===== config.mk =====
export PLATFORM = sky130hd
export DESIGN_NAME = intvec_ctrl
export DESIGN_NICKNAME = d
export VERILOG_FILES = /design/src/rtl/intvec_pkg.sv /design/src/rtl/intvec_latch.sv /design/src/rtl/intvec_prio.sv /design/src/rtl/intvec_seq.sv /design/src/rtl/intvec_ctrl.sv
export SDC_FILE = /design/constraint.sdc
export NUM_CORES = 1
export LEC_CHECK = 0
export BUFFER_PORTS_ARGS = -buffer_cell sky130_fd_sc_hd__buf_2
export CORE_ASPECT_RATIO = 0.6
export CORE_UTILIZATION = 44
export DETAILED_ROUTE_END_ITERATION = 7
export GPL_TIMING_DRIVEN = 0
export PLACE_DENSITY = 0.74
export SLEW_MARGIN = 20
export SYNTH_ARGS = -nofsm -noshare
export SYNTH_HDL_FRONTEND = slang
export SYNTH_HIERARCHICAL = 1
export SYNTH_SLANG_ARGS = --single-unit

===== constraint.sdc =====
create_clock -name clk -period 1.9 [get_ports clk]
set_input_delay 0.19 -clock clk [delete_from_list [all_inputs] [get_ports clk]]
set_output_delay 0.19 -clock clk [all_outputs]
set_load 0.01 [all_outputs]

===== src/rtl/intvec_pkg.sv =====
`timescale 1ns/1ps
package intvec_pkg;
    typedef enum logic [1:0] {
        ST_IDLE = 2'd0,
        ST_CALL = 2'd1,
        ST_JUMP = 2'd2
    } disp_state_t;
endpackage


===== src/rtl/intvec_latch.sv =====
`timescale 1ns/1ps
module intvec_latch #(
    parameter int N_SLOTS  = 8,
    parameter int RSV_SLOT = 5
) (
    input  logic               clk,
    input  logic               rst_n,
    input  logic [N_SLOTS-1:0] req_i,
    input  logic               take_i,
    input  logic [N_SLOTS-1:0] clr_i,
    output logic [N_SLOTS-1:0] pend_o
);
    localparam logic [N_SLOTS-1:0] ELIG = ~(N_SLOTS'(1) << RSV_SLOT);

    logic [N_SLOTS-1:0] pend_q;
    logic [N_SLOTS-1:0] clr_mask;

    assign clr_mask = take_i ? clr_i : '0;

    always_ff @(posedge clk) begin
        if (!rst_n) begin
            pend_q <= '0;
        end else begin
            // new arrivals are kept even on the take edge; only the chosen bit drops
            pend_q <= ((pend_q & ~clr_mask) | req_i) & ELIG;
        end
    end

    assign pend_o = pend_q;
endmodule


===== src/rtl/intvec_prio.sv =====
`timescale 1ns/1ps
module intvec_prio #(
    parameter int N_SLOTS = 8,
    localparam int IDX_W  = $clog2(N_SLOTS)
) (
    input  logic [N_SLOTS-1:0] pend_i,
    output logic               any_o,
    output logic [IDX_W-1:0]   idx_o,
    output logic [N_SLOTS-1:0] onehot_o
);
    logic [N_SLOTS-1:0] lower_set;

    // lower_set[i]: some slot below i is pending
    assign lower_set[0] = 1'b0;
    for (genvar g = 1; g < N_SLOTS; g++) begin : g_chain
        assign lower_set[g] = lower_set[g-1] | pend_i[g-1];
    end

    for (genvar g = 0; g < N_SLOTS; g++) begin : g_win
        assign onehot_o[g] = pend_i[g] & ~lower_set[g];
    end

    always_comb begin
        idx_o = '0;
        for (int i = 0; i < N_SLOTS; i++) begin
            if (onehot_o[i]) idx_o = IDX_W'(i);
        end
    end

    assign any_o = |pend_i;
endmodule


===== src/rtl/intvec_seq.sv =====
`timescale 1ns/1ps
module intvec_seq
    import intvec_pkg::*;
#(
    parameter int CALL_CYC = 10,
    parameter int JUMP_CYC = 5,
    localparam int MAX_CYC = (CALL_CYC > JUMP_CYC) ? CALL_CYC : JUMP_CYC,
    localparam int CNT_W   = $clog2(MAX_CYC + 1)
) (
    input  logic clk,
    input  logic rst_n,
    input  logic start_i,
    output logic busy_o,
    output logic ack_o,
    output logic call_o
);
    localparam logic [CNT_W-1:0] CALL_LAST = CNT_W'(CALL_CYC - 1);
    localparam logic [CNT_W-1:0] JUMP_LAST = CNT_W'(JUMP_CYC - 1);

    disp_state_t state_q, state_d;
    logic [CNT_W-1:0] cnt_q;

    always_comb begin
        state_d = state_q;
        unique case (state_q)
            ST_IDLE: if (start_i)            state_d = ST_CALL;
            ST_CALL: if (cnt_q == CALL_LAST) state_d = ST_JUMP;
            ST_JUMP: if (cnt_q == JUMP_LAST) state_d = ST_IDLE;
            default:                         state_d = ST_IDLE;
        endcase
    end

    always_ff @(posedge clk) begin
        if (!rst_n) begin
            state_q <= ST_IDLE;
            cnt_q   <= '0;
        end else begin
            state_q <= state_d;
            cnt_q   <= (state_d != state_q) ? '0 : cnt_q + 1'b1;
        end
    end

    always_comb begin
        busy_o = 1'b0;
        ack_o  = 1'b0;
        call_o = 1'b0;
        unique case (state_q)
            ST_IDLE: ;
            ST_CALL: begin
                busy_o = 1'b1;
                call_o = 1'b1;
                ack_o  = (cnt_q == '0);
            end
            ST_JUMP: busy_o = 1'b1;
            default: ;
        endcase
    end
endmodule


===== src/rtl/intvec_ctrl.sv =====
`timescale 1ns/1ps
module intvec_ctrl #(
    parameter int N_SLOTS  = 8,
    parameter int RSV_SLOT = 5,
    parameter int CALL_CYC = 10,
    parameter int JUMP_CYC = 5,
    parameter int VEC_W    = 8
) (
    input  logic               clk,
    input  logic               rst_n,
    input  logic [N_SLOTS-1:0] req_i,
    input  logic               instr_last_i,
    input  logic               gie_set_i,
    input  logic               gie_clr_i,
    input  logic               reti_i,
    output logic [VEC_W-1:0]   vec_o,
    output logic               ack_o,
    output logic               save_ctx_o,
    output logic               busy_o,
    output logic               gie_o,
    output logic [N_SLOTS-1:0] pending_o
);
    localparam int IDX_W = $clog2(N_SLOTS);

    logic [N_SLOTS-1:0] pend, win_onehot;
    logic [IDX_W-1:0]   win_idx;
    logic               any_pend, take, gie_q, busy;
    logic [VEC_W-1:0]   vec_q;

    intvec_latch #(.N_SLOTS(N_SLOTS), .RSV_SLOT(RSV_SLOT)) u_latch (
        .clk(clk), .rst_n(rst_n), .req_i(req_i),
        .take_i(take), .clr_i(win_onehot), .pend_o(pend)
    );

    intvec_prio #(.N_SLOTS(N_SLOTS)) u_prio (
        .pend_i(pend), .any_o(any_pend), .idx_o(win_idx), .onehot_o(win_onehot)
    );

    intvec_seq #(.CALL_CYC(CALL_CYC), .JUMP_CYC(JUMP_CYC)) u_seq (
        .clk(clk), .rst_n(rst_n), .start_i(take),
        .busy_o(busy), .ack_o(ack_o), .call_o(save_ctx_o)
    );

    assign take = instr_last_i & gie_q & any_pend & ~busy;

    always_ff @(posedge clk) begin
        if (!rst_n) begin
            gie_q <= 1'b0;
            vec_q <= '0;
        end else begin
            if (take)                        gie_q <= 1'b0;
            else if (reti_i || gie_set_i)    gie_q <= 1'b1;
            else if (gie_clr_i)              gie_q <= 1'b0;
            if (take) vec_q <= VEC_W'({win_idx, 1'b0});
        end
    end

    assign vec_o     = vec_q;
    assign busy_o    = busy;
    assign gie_o     = gie_q;
    assign pending_o = pend;
endmodule


==> impl_metrics.env, run 1 <==
export IMPL_grt_total_usage_pct=20.7
export IMPL_hold_viol_final=0
export IMPL_wl_per_cell_um=12.6
export IMPL_critPathKind="reg -> reg"
export IMPL_via_count=915
export IMPL_slew_violations=0
export IMPL_final_cell_count_no_fill=185
export IMPL_leakage_nw=0.625
export IMPL_core_area_um2=2160
export IMPL_cts_buffers=3
export IMPL_clockBufferDepth=2
export IMPL_grt_overflow=0
export IMPL_postCtsHoldBufs=0
export IMPL_worstPathMaxFanout=4
export IMPL_vias_per_cell=4.95
export IMPL_hold_class="in -> reg"
export IMPL_powerDensity_nw_per_um2=678
export IMPL_drc=0
export IMPL_drtIter0Drc=16
export IMPL_setup_tns_ns=0
export IMPL_cts_tree="done"
export IMPL_dieArea_um2=2510
export IMPL_ys_warn_count=6
export IMPL_arrival_ns=1.95
export IMPL_grt_pass1_vias=854
export IMPL_clock_latency_ns=0.26
export IMPL_rows=13
export IMPL_antenna_found_initial=0
export IMPL_cts_max_level=1
export IMPL_dr_pass1_iters=4
export IMPL_setup_viol=0
export IMPL_fin_skew_ns=0.00336
export IMPL_fmax_mhz=553
export IMPL_post_route_min_period_ns=1.81
export IMPL_cp_start_kind="flop"
export IMPL_synth_cells=117
export IMPL_numPlacedInstances=177
export IMPL_worstPathRequired_ns=2.04
export IMPL_cp_end_kind="flop"
export IMPL_gp_congestion=0.812
export IMPL_diodes=0
export IMPL_status="finished clean"
export IMPL_cap_viol_max_count=0
export IMPL_initial_core_util_pct=46.8
export IMPL_crit_path_cell_trace="inv_2, ha_4, and4b_1, buf_6, inv_1, a221o_1, o211ai_2, nor3_1"
export IMPL_peakVddDrop_v=0.000376
export IMPL_portBuffers=26
export IMPL_cp_slowest_stage_delay_ns=0.36
export IMPL_syn_avg_cell_area_um2=8.66
export IMPL_io_pins=34
export IMPL_clk_pin_slew_worst_paths_ns=0.07
export IMPL_clock_sinks=17
export IMPL_num_nets_final=177
export IMPL_grt_pass1_wl_um=3750
export IMPL_grt_max_degree=18
export IMPL_slowest_stage="dfxtp_4"
export IMPL_areaGrowthSynthToFinish_pct=27.8
export IMPL_final_antenna_net_count=0
export IMPL_routed_wl_um=2320
export IMPL_dp_hpwl_um=1710
export IMPL_synthesis_area_um2=1010
export IMPL_layout_drive_gt1_share_pct=33.5
export IMPL_die_h_um=39.2
export IMPL_cts_root_buf="clkbuf_8"
export IMPL_period_share_pct=95.1
export IMPL_die_w_um=64.0
[stage by stage]
step | utilization (%) | worst slack [ns] | hold slack [ns] | cell area, µm² | power [mW]
6_report | 59.9 | 0.0931 | 0.190 | 1290 | 0.878
5_1_grt | 59.9 | -0.00607 | 0.212 | 1290 | 0.927
4_1_cts | 58.6 | 0.00146 | 0.183 | 1270 | 0.877
3_5_place_dp | 55.9 | -0.143 | 0.449 | 1210 | 0.598
3_3_place_gp | 55.9 | -0.0967 | 0.448 | 1210 | 0.587
2_1_floorplan | - | 0.0450 | 0.316 | 1040 | 0.535
[metal layers]
metal,GRT usage [%],wire length [µm],vias up
met1,23.3,1110,417
met2,38.6,1080,20
met3,6.18,98,5
li1,-,-,473
met5,0,0,-
met4,6.82,35,0
[final cells by class]
| type | count | area, µm² |
|---|---|---|
| plain buffers | 8 | 63.8 |
| clock buffers | 3 | 41.3 |
| clock inverters | 1 | 5.00 |
| fillers | 209 | 868 |
| inverters | 16 | 62.6 |
| multi-input cells | 80 | 577 |
| flip-flops and latches | 17 | 348 |
| well taps | 30 | 37.5 |
| repair buffers | 30 | 160 |
[cells in the final DEF (no fill, tap or decap), types with 2 or more instances in the layout]
master,instances
dfxtp_1,15
clkbuf_8,3
inv_1,14
and4b_1,3
dfxtp_4,2
nand3b_1,2
nor2_1,6
nor3b_1,2
ha_1,6
o21ai_0,9
mux2i_1,3
buf_4,11
nand3_1,2
conb_1,6
nand2_1,9
buf_2,26
a31oi_1,7
nor3_1,3
[what timing repair did]
item / CTS / global route
endpoints found under the setup margin: 5 / 4
gates resized for setup: 4 / 3
setup buffers: 1 / 3
pin swaps: 1 / 2
[sequential cells by signal (all words and copies together) (netlist names)]
register	cells
u_seq/state_q	2
u_seq/cnt_q	4
u_latch/pend_o	7
gie_o	1
vec_o	3
[worst max-delay path: cells and delay by family, from the launching register on]
| kind | cells | cell delay [ns] |
|---|---|---|
| fa+ha+maj | 1 | 0.23 |
| compound gates | 2 | 0.58 |
| simple gates | 2 | 0.33 |
| buf+inv | 3 | 0.19 |
| flops | 1 | 0.36 |
[where the power goes]
part	internal (mW)	switching (mW)	leakage [nW]
Sequential	0.379	0.0334	0.142
Combinational	0.0945	0.0935	0.458
Clock	0.146	0.132	0.0255
[final timing paths]
kind                               start                            to  slack [ns]  cells after the start
min reg2reg        vec_o[2]$_SDFFE_PN0P_         vec_o[2]$_SDFFE_PN0P_        0.46                      2
max          u_seq/state_q[0]$_SDFF_PN0_     u_seq/cnt_q[3]$_SDFF_PP0_        0.09                      8
min                             req_i[1]  u_latch/pend_o[1]$_SDFF_PN0_        0.19                      3
max reg2reg  u_seq/state_q[0]$_SDFF_PN0_     u_seq/cnt_q[3]$_SDFF_PP0_        0.09                      8
(Power assumes the default switching activity.)
==> run 2, diff against run 1 <==
--- a/config.mk
+++ b/config.mk
@@ -5,12 +5,11 @@
 export SDC_FILE = /design/constraint.sdc
 export NUM_CORES = 1
 export LEC_CHECK = 0
-export BUFFER_PORTS_ARGS = -buffer_cell sky130_fd_sc_hd__buf_2
 export CORE_ASPECT_RATIO = 0.6
-export CORE_UTILIZATION = 44
+export CORE_UTILIZATION = 46
 export DETAILED_ROUTE_END_ITERATION = 7
+export DONT_BUFFER_PORTS = 1
 export GPL_TIMING_DRIVEN = 0
-export PLACE_DENSITY = 0.74
 export SLEW_MARGIN = 20
 export SYNTH_ARGS = -nofsm -noshare
 export SYNTH_HDL_FRONTEND = slang
==> run 2 against run 1 <==
Compared with the run above:
- critical path type unchanged
- clock power down 32%
- clock-buffer cell count up 1
- flip-flop and latch count unchanged
- critical endpoint unchanged
- design area down 7.9%
- core utilization up 1.2 points
- first-iteration DRC count up 130%
- register-to-register slack worse by 0.07 ns
- largest power group unchanged
- highest routed layer unchanged
- critical path depth unchanged
- power down 12%
- non-clock buffer count down 23
==> impl_metrics.env, run 2 (synthesis gave the netlist of run 1 again) <==
export IMPL_cap_viol_max_count=0
export IMPL_vias_per_cell=5.38
export IMPL_rows=12
export IMPL_cts_max_level=1
export IMPL_setup_tns_ns=0
export IMPL_status="finished clean"
export IMPL_slew_violations=0
export IMPL_cp_end_kind="flop"
export IMPL_final_antenna_net_count=0
export IMPL_initial_core_util_pct=51.9
export IMPL_critPathLaunch="u_seq/state_q[1]$_SDFF_PN0_"
export IMPL_num_nets_final=154
export IMPL_whs_ns=0.0222
export IMPL_period_share_pct=98.9
export IMPL_worstPathRequired_ns=2.08
export IMPL_via_count=860
export IMPL_clk_pin_slew_worst_paths_ns=0.10
export IMPL_drt_met1_wl_um=1140
export IMPL_leakage_nw=0.519
export IMPL_post_route_min_period_ns=1.88
export IMPL_cts_tree="done"
export IMPL_top_layer="met4"
export IMPL_cts_buffers=3
export IMPL_setup_viol=0
export IMPL_die_w_um=62.6
export IMPL_wl_per_cell_um=14.4
export IMPL_dp_hpwl_um=1600
export IMPL_rsz0062_at_grt="true"
export IMPL_fin_util_pct=61.1
export IMPL_gp_congestion=0.778
export IMPL_endpoint="u_seq/cnt_q[3]$_SDFF_PP0_"
export IMPL_clock_sinks=17
export IMPL_final_cell_mix="14 x buf_4, 13 x inv_1, 10 x dfxtp_1"
export IMPL_cp_start_kind="flop"
export IMPL_drtIter0Drc=37
export IMPL_fmax_mhz=532
export IMPL_worstPathMaxFanout=4
export IMPL_grt_pass1_wl_um=3680
export IMPL_antenna_found_initial=0
export IMPL_met2_length_um=990
export IMPL_reg2reg_to="u_seq/cnt_q[3]$_SDFF_PP0_"
export IMPL_diodes=0
export IMPL_reg2reg_slack_ns=0.02
export IMPL_clock_latency_ns=0.29
export IMPL_multiInputGateArea_um2=596
export IMPL_areaGrowthSynthToFinish_pct=17.7
export IMPL_clockBufferDepth=2
export IMPL_die_h_um=38.4
export IMPL_r2r_start="u_seq/state_q[1]$_SDFF_PN0_"
export IMPL_grt_max_degree=18
export IMPL_fin_skew_ns=0.00875
export IMPL_postCtsHoldBufs=0
export IMPL_io_pins=34
export IMPL_powerDensity_nw_per_um2=648
export IMPL_largest_reg_flops=7
export IMPL_dr_pass1_iters=4
export IMPL_layout_drive_gt1_share_pct=27.3
export IMPL_route_met3_wl_um=160
export IMPL_peakVddDrop_v=0.000400
export IMPL_rr_worst_depth=8
export IMPL_routed_wl_um=2300
export IMPL_grt_pass1_vias=808
export IMPL_ff_latch_area_um2=354
export IMPL_drc=0
export IMPL_core_area_um2=1950
export IMPL_cts_root_buf="clkbuf_4"
export IMPL_arrival_ns=2.06
export IMPL_fillCellCount=183
export IMPL_portBuffers=0
export IMPL_hold_class="in -> reg"
export IMPL_grt_overflow=0
export IMPL_hold_viol_final=0
export IMPL_dieArea_um2=2400
export IMPL_critPathKind="reg -> reg"
export IMPL_layout_commonest_cell="buf_4"
export IMPL_grt_total_usage_pct=21.2
==> run 2: cell types whose count changed in the layout (fill, tap and decap cells not counted), moves of 3 or more <==
cell      previous run  this run
clkbuf_8             3         0
dfxtp_1             15        10
clkbuf_4             0         3
buf_2               26         0
buf_4               11        14
dfxtp_2              0         5
==> run 2: area by class of cell <==
class	count	area share [%]
multi-input cells	80	49.9
flip-flops and latches	17	29.7
inverters	16	5.46
plain buffers	8	5.35
repair buffers	7	4.41
well taps	28	2.94
clock buffers	4	2.20
==> run 2: critical path, stage by stage, from the launching register on <==
cell	delay, ns
dfxtp_4	0.37
inv_4	0.08
ha_4	0.21
and4b_1	0.27
buf_6	0.12
inv_2	0.03
a221o_1	0.35
o211ai_4	0.25
nor3_1	0.08
==> run 2: how the worst min path moves through the flow <==
stage,startpoint,to,slack (ns),cells past startpoint
final,rst_n,u_seq/state_q[0]$_SDFF_PN0_,0.02,2
after detailed placement,rst_n,u_seq/state_q[0]$_SDFF_PN0_,0.33,2
after global routing,rst_n,u_latch/pend_o[0]$_SDFF_PN0_,0.01,2
after CTS,rst_n,u_seq/state_q[0]$_SDFF_PN0_,0.008,2
after floorplan,rst_n,u_seq/state_q[0]$_SDFF_PN0_,0.32,2
after global placement,rst_n,u_seq/state_q[0]$_SDFF_PN0_,0.32,2
==> run 2: where the power goes <==
| part | internal (mW) | switching [mW] | leakage, nW | total [mW] |
|---|---|---|---|---|
| clock | 0.0815 | 0.108 | 0.0150 | 0.189 |
| combinational | 0.0818 | 0.0782 | 0.361 | 0.160 |
| sequential | 0.381 | 0.0424 | 0.143 | 0.423 |
| total | 0.544 | 0.228 | 0.519 | 0.772 |
==> run 2: per-layer routing <==
metal	track usage, %	vias up
met2	38.3	36
met5	0	-
li1	-	430
met4	5.23	0
met3	7.74	4
met1	24.5	390
==> run 2: through the flow <==
| stage | std cells | area, µm² | total power [mW] | setup WS (ns) |
|---|---|---|---|---|
| 6_report | 160 | 1190 | 0.772 | 0.0218 |
| 4_1_cts | 157 | 1140 | 0.768 | 0.00353 |
| 3_3_place_gp | 149 | 1080 | 0.560 | -0.147 |
| 2_1_floorplan | 121 | 1040 | 0.535 | 0.0450 |
| 3_5_place_dp | 149 | 1080 | 0.566 | -0.186 |
| 5_1_grt | 160 | 1190 | 0.817 | -0.0350 |
==> run 2: repair_timing <==
| action | in CTS | in global routing |
|---|---|---|
| gates resized for setup | 8 | 9 |
| buffers inserted | 4 | 3 |
| pin swaps | 2 | 1 |
| endpoints found under the setup margin | 5 | 4 |
==> run 3, diff against run 2 <==
--- a/config.mk
+++ b/config.mk
@@ -10,6 +10,7 @@
 export DETAILED_ROUTE_END_ITERATION = 7
 export DONT_BUFFER_PORTS = 1
 export GPL_TIMING_DRIVEN = 0
+export REMOVE_ABC_BUFFERS = 1
 export SLEW_MARGIN = 20
 export SYNTH_ARGS = -nofsm -noshare
 export SYNTH_HDL_FRONTEND = slang
==> run 3 against run 2 <==
Compared with the run above:
- via count shrank 3.7%
- non-clock buffer count shrank 9
- register-to-register slack is essentially flat
- first-iteration DRC count grew 27%
- sequential share of layout area grew 1.4 points
==> impl_metrics.env, run 3 (synthesis gave the netlist of run 1 again) <==
export IMPL_wl_per_cell_um=14.7
export IMPL_swShare_pct=30.2
export IMPL_clock_latency_ns=0.29
export IMPL_finalWorstSetupSlack_ns=0.0155
export IMPL_fin_skew_ns=0.0138
export IMPL_initial_core_util_pct=51.9
export IMPL_r2r_start="u_seq/state_q[0]$_SDFF_PN0_"
export IMPL_io_pins=34
export IMPL_cp_start_kind="flop"
export IMPL_cts_tree="done"
export IMPL_p_clk_share_pct=25.7
export IMPL_whs_ns=0.0160
export IMPL_antenna_found_initial=0
export IMPL_arrival_ns=2.06
export IMPL_power_frac_comb_pct=18.4
export IMPL_p_sw_mw=0.229
export IMPL_grt_pass1_wl_um=3530
export IMPL_numPlacedInstances=141
export IMPL_cap_viol_max_count=0
export IMPL_powerDensity_nw_per_um2=674
export IMPL_core_area_um2=1950
export IMPL_grt_pass1_vias=719
export IMPL_vias_per_cell=5.48
export IMPL_clock_sinks=17
export IMPL_rows=12
export IMPL_worstPathRequired_ns=2.07
export IMPL_peakVddDrop_v=0.000388
export IMPL_cts_buffers=3
export IMPL_drtIter0Drc=47
export IMPL_clk_pin_slew_worst_paths_ns=0.11
export IMPL_dieArea_um2=2400
export IMPL_power_mw=0.759
export IMPL_largest_reg_flops=7
export IMPL_drc=0
export IMPL_worstPathMaxFanout=4
export IMPL_p_seq_share_pct=55.9
export IMPL_portBuffers=0
export IMPL_min_from="rst_n"
export IMPL_grt_max_degree=18
export IMPL_setup_viol=0
export IMPL_hold_class="in -> reg"
export IMPL_die_w_um=62.6
export IMPL_p_int_mw=0.529
export IMPL_dr_pass1_iters=4
export IMPL_layout_drive_gt1_share_pct=18.7
export IMPL_fin_util_pct=57.7
export IMPL_leakage_nw=0.469
export IMPL_status="finished clean"
export IMPL_clockBufferDepth=2
export IMPL_post_route_min_period_ns=1.88
export IMPL_period_share_pct=99.2
export IMPL_die_h_um=38.4
export IMPL_critPathLaunch="u_seq/state_q[0]$_SDFF_PN0_"
export IMPL_areaGrowthSynthToFinish_pct=11.1
export IMPL_num_nets_final=145
export IMPL_final_antenna_net_count=0
export IMPL_final_cell_mix="14 x inv_1, 13 x dfxtp_1, 9 x nand2_1, 9 x o21ai_0, 7 x a31oi_1"
export IMPL_hold_viol_final=0
export IMPL_cp_end_kind="flop"
export IMPL_diodes=0
export IMPL_grt_total_usage_pct=20.5
export IMPL_routed_wl_um=2230
export IMPL_slew_violations=0
export IMPL_fmax_mhz=531
export IMPL_pre_cts_slack_ns=-0.536
export IMPL_cts_max_level=1
export IMPL_layout_commonest_cell="inv_1"
export IMPL_critPathKind="reg -> reg"
export IMPL_grt_overflow=0
export IMPL_dp_hpwl_um=1590
export IMPL_gp_congestion=0.815
export IMPL_via_count=828
export IMPL_cts_root_buf="clkbuf_4"
export IMPL_final_cell_count_no_fill=151
==> run 3: final timing paths <==
kind                                    end  slack [ns]  cells after the start
setup / recovery  u_seq/cnt_q[2]$_SDFF_PP0_        0.02                      7
hold / removal           gie_o$_SDFFE_PP0P_        0.02                      2
setup reg to reg  u_seq/cnt_q[2]$_SDFF_PP0_        0.02                      7
hold reg to reg       vec_o[3]$_SDFFE_PN0P_        0.52                      2
==> run 3: routing by layer <==
layer	up-vias	GRT usage [%]	part of all wire [%]	routed length (µm)
met5	-	0	0	0
li1	409	-	-	-
met4	0	5.23	0.36	8
met1	392	25.8	49	1100
met3	2	9.23	6.9	153
met2	25	32.1	43	965
==> run 3: power groups by stage <==
stage / Combinational (mW) / Clock, mW / Sequential (mW)
after global routing: 0.156 / 0.221 / 0.429
after CTS: 0.122 / 0.199 / 0.423
final: 0.140 / 0.195 / 0.424
after detailed placement: 0.115 / 0 / 0.432
after floorplan: 0.0955 / 0 / 0.422
after global placement: 0.111 / 0 / 0.431
==> run 3: final cells by class <==
class / count / area [µm²]
inverter: 16 / 67.6
tap: 28 / 35.0
sequential: 17 / 350
timing repair buffer: 6 / 47.5
clock buffer: 4 / 26.3
fill: 186 / 826
multi-input combinational: 80 / 599
==> run 3: critical path, stage by stage (launching register included) <==
cell and delay (ns):
dfxtp_4 0.39, inv_4 0.05, ha_4 0.25, and4b_4 0.34, inv_1 0.06, a221o_1 0.36
o211ai_4 0.25, nor3_1 0.08
==> run 3: metrics by stage <==
step / setup TNS [ns] / instance area [µm²]
floorplan: -0.805 / 965
global placement: -2.73 / 1000
detailed placement: -2.73 / 1000
CTS: 0 / 1060
global route: -0.0383 / 1130
finish: 0 / 1130
==> run 3: what timing repair did <==
item                       4_1_cts  5_1_grt
setup endpoints to repair        6        4
hold buffers                     0        1
hold endpoints to repair         0        1
pin swaps                        1        2
cloned                           0        0
setup buffers                    1        4
gates resized for setup         10        7
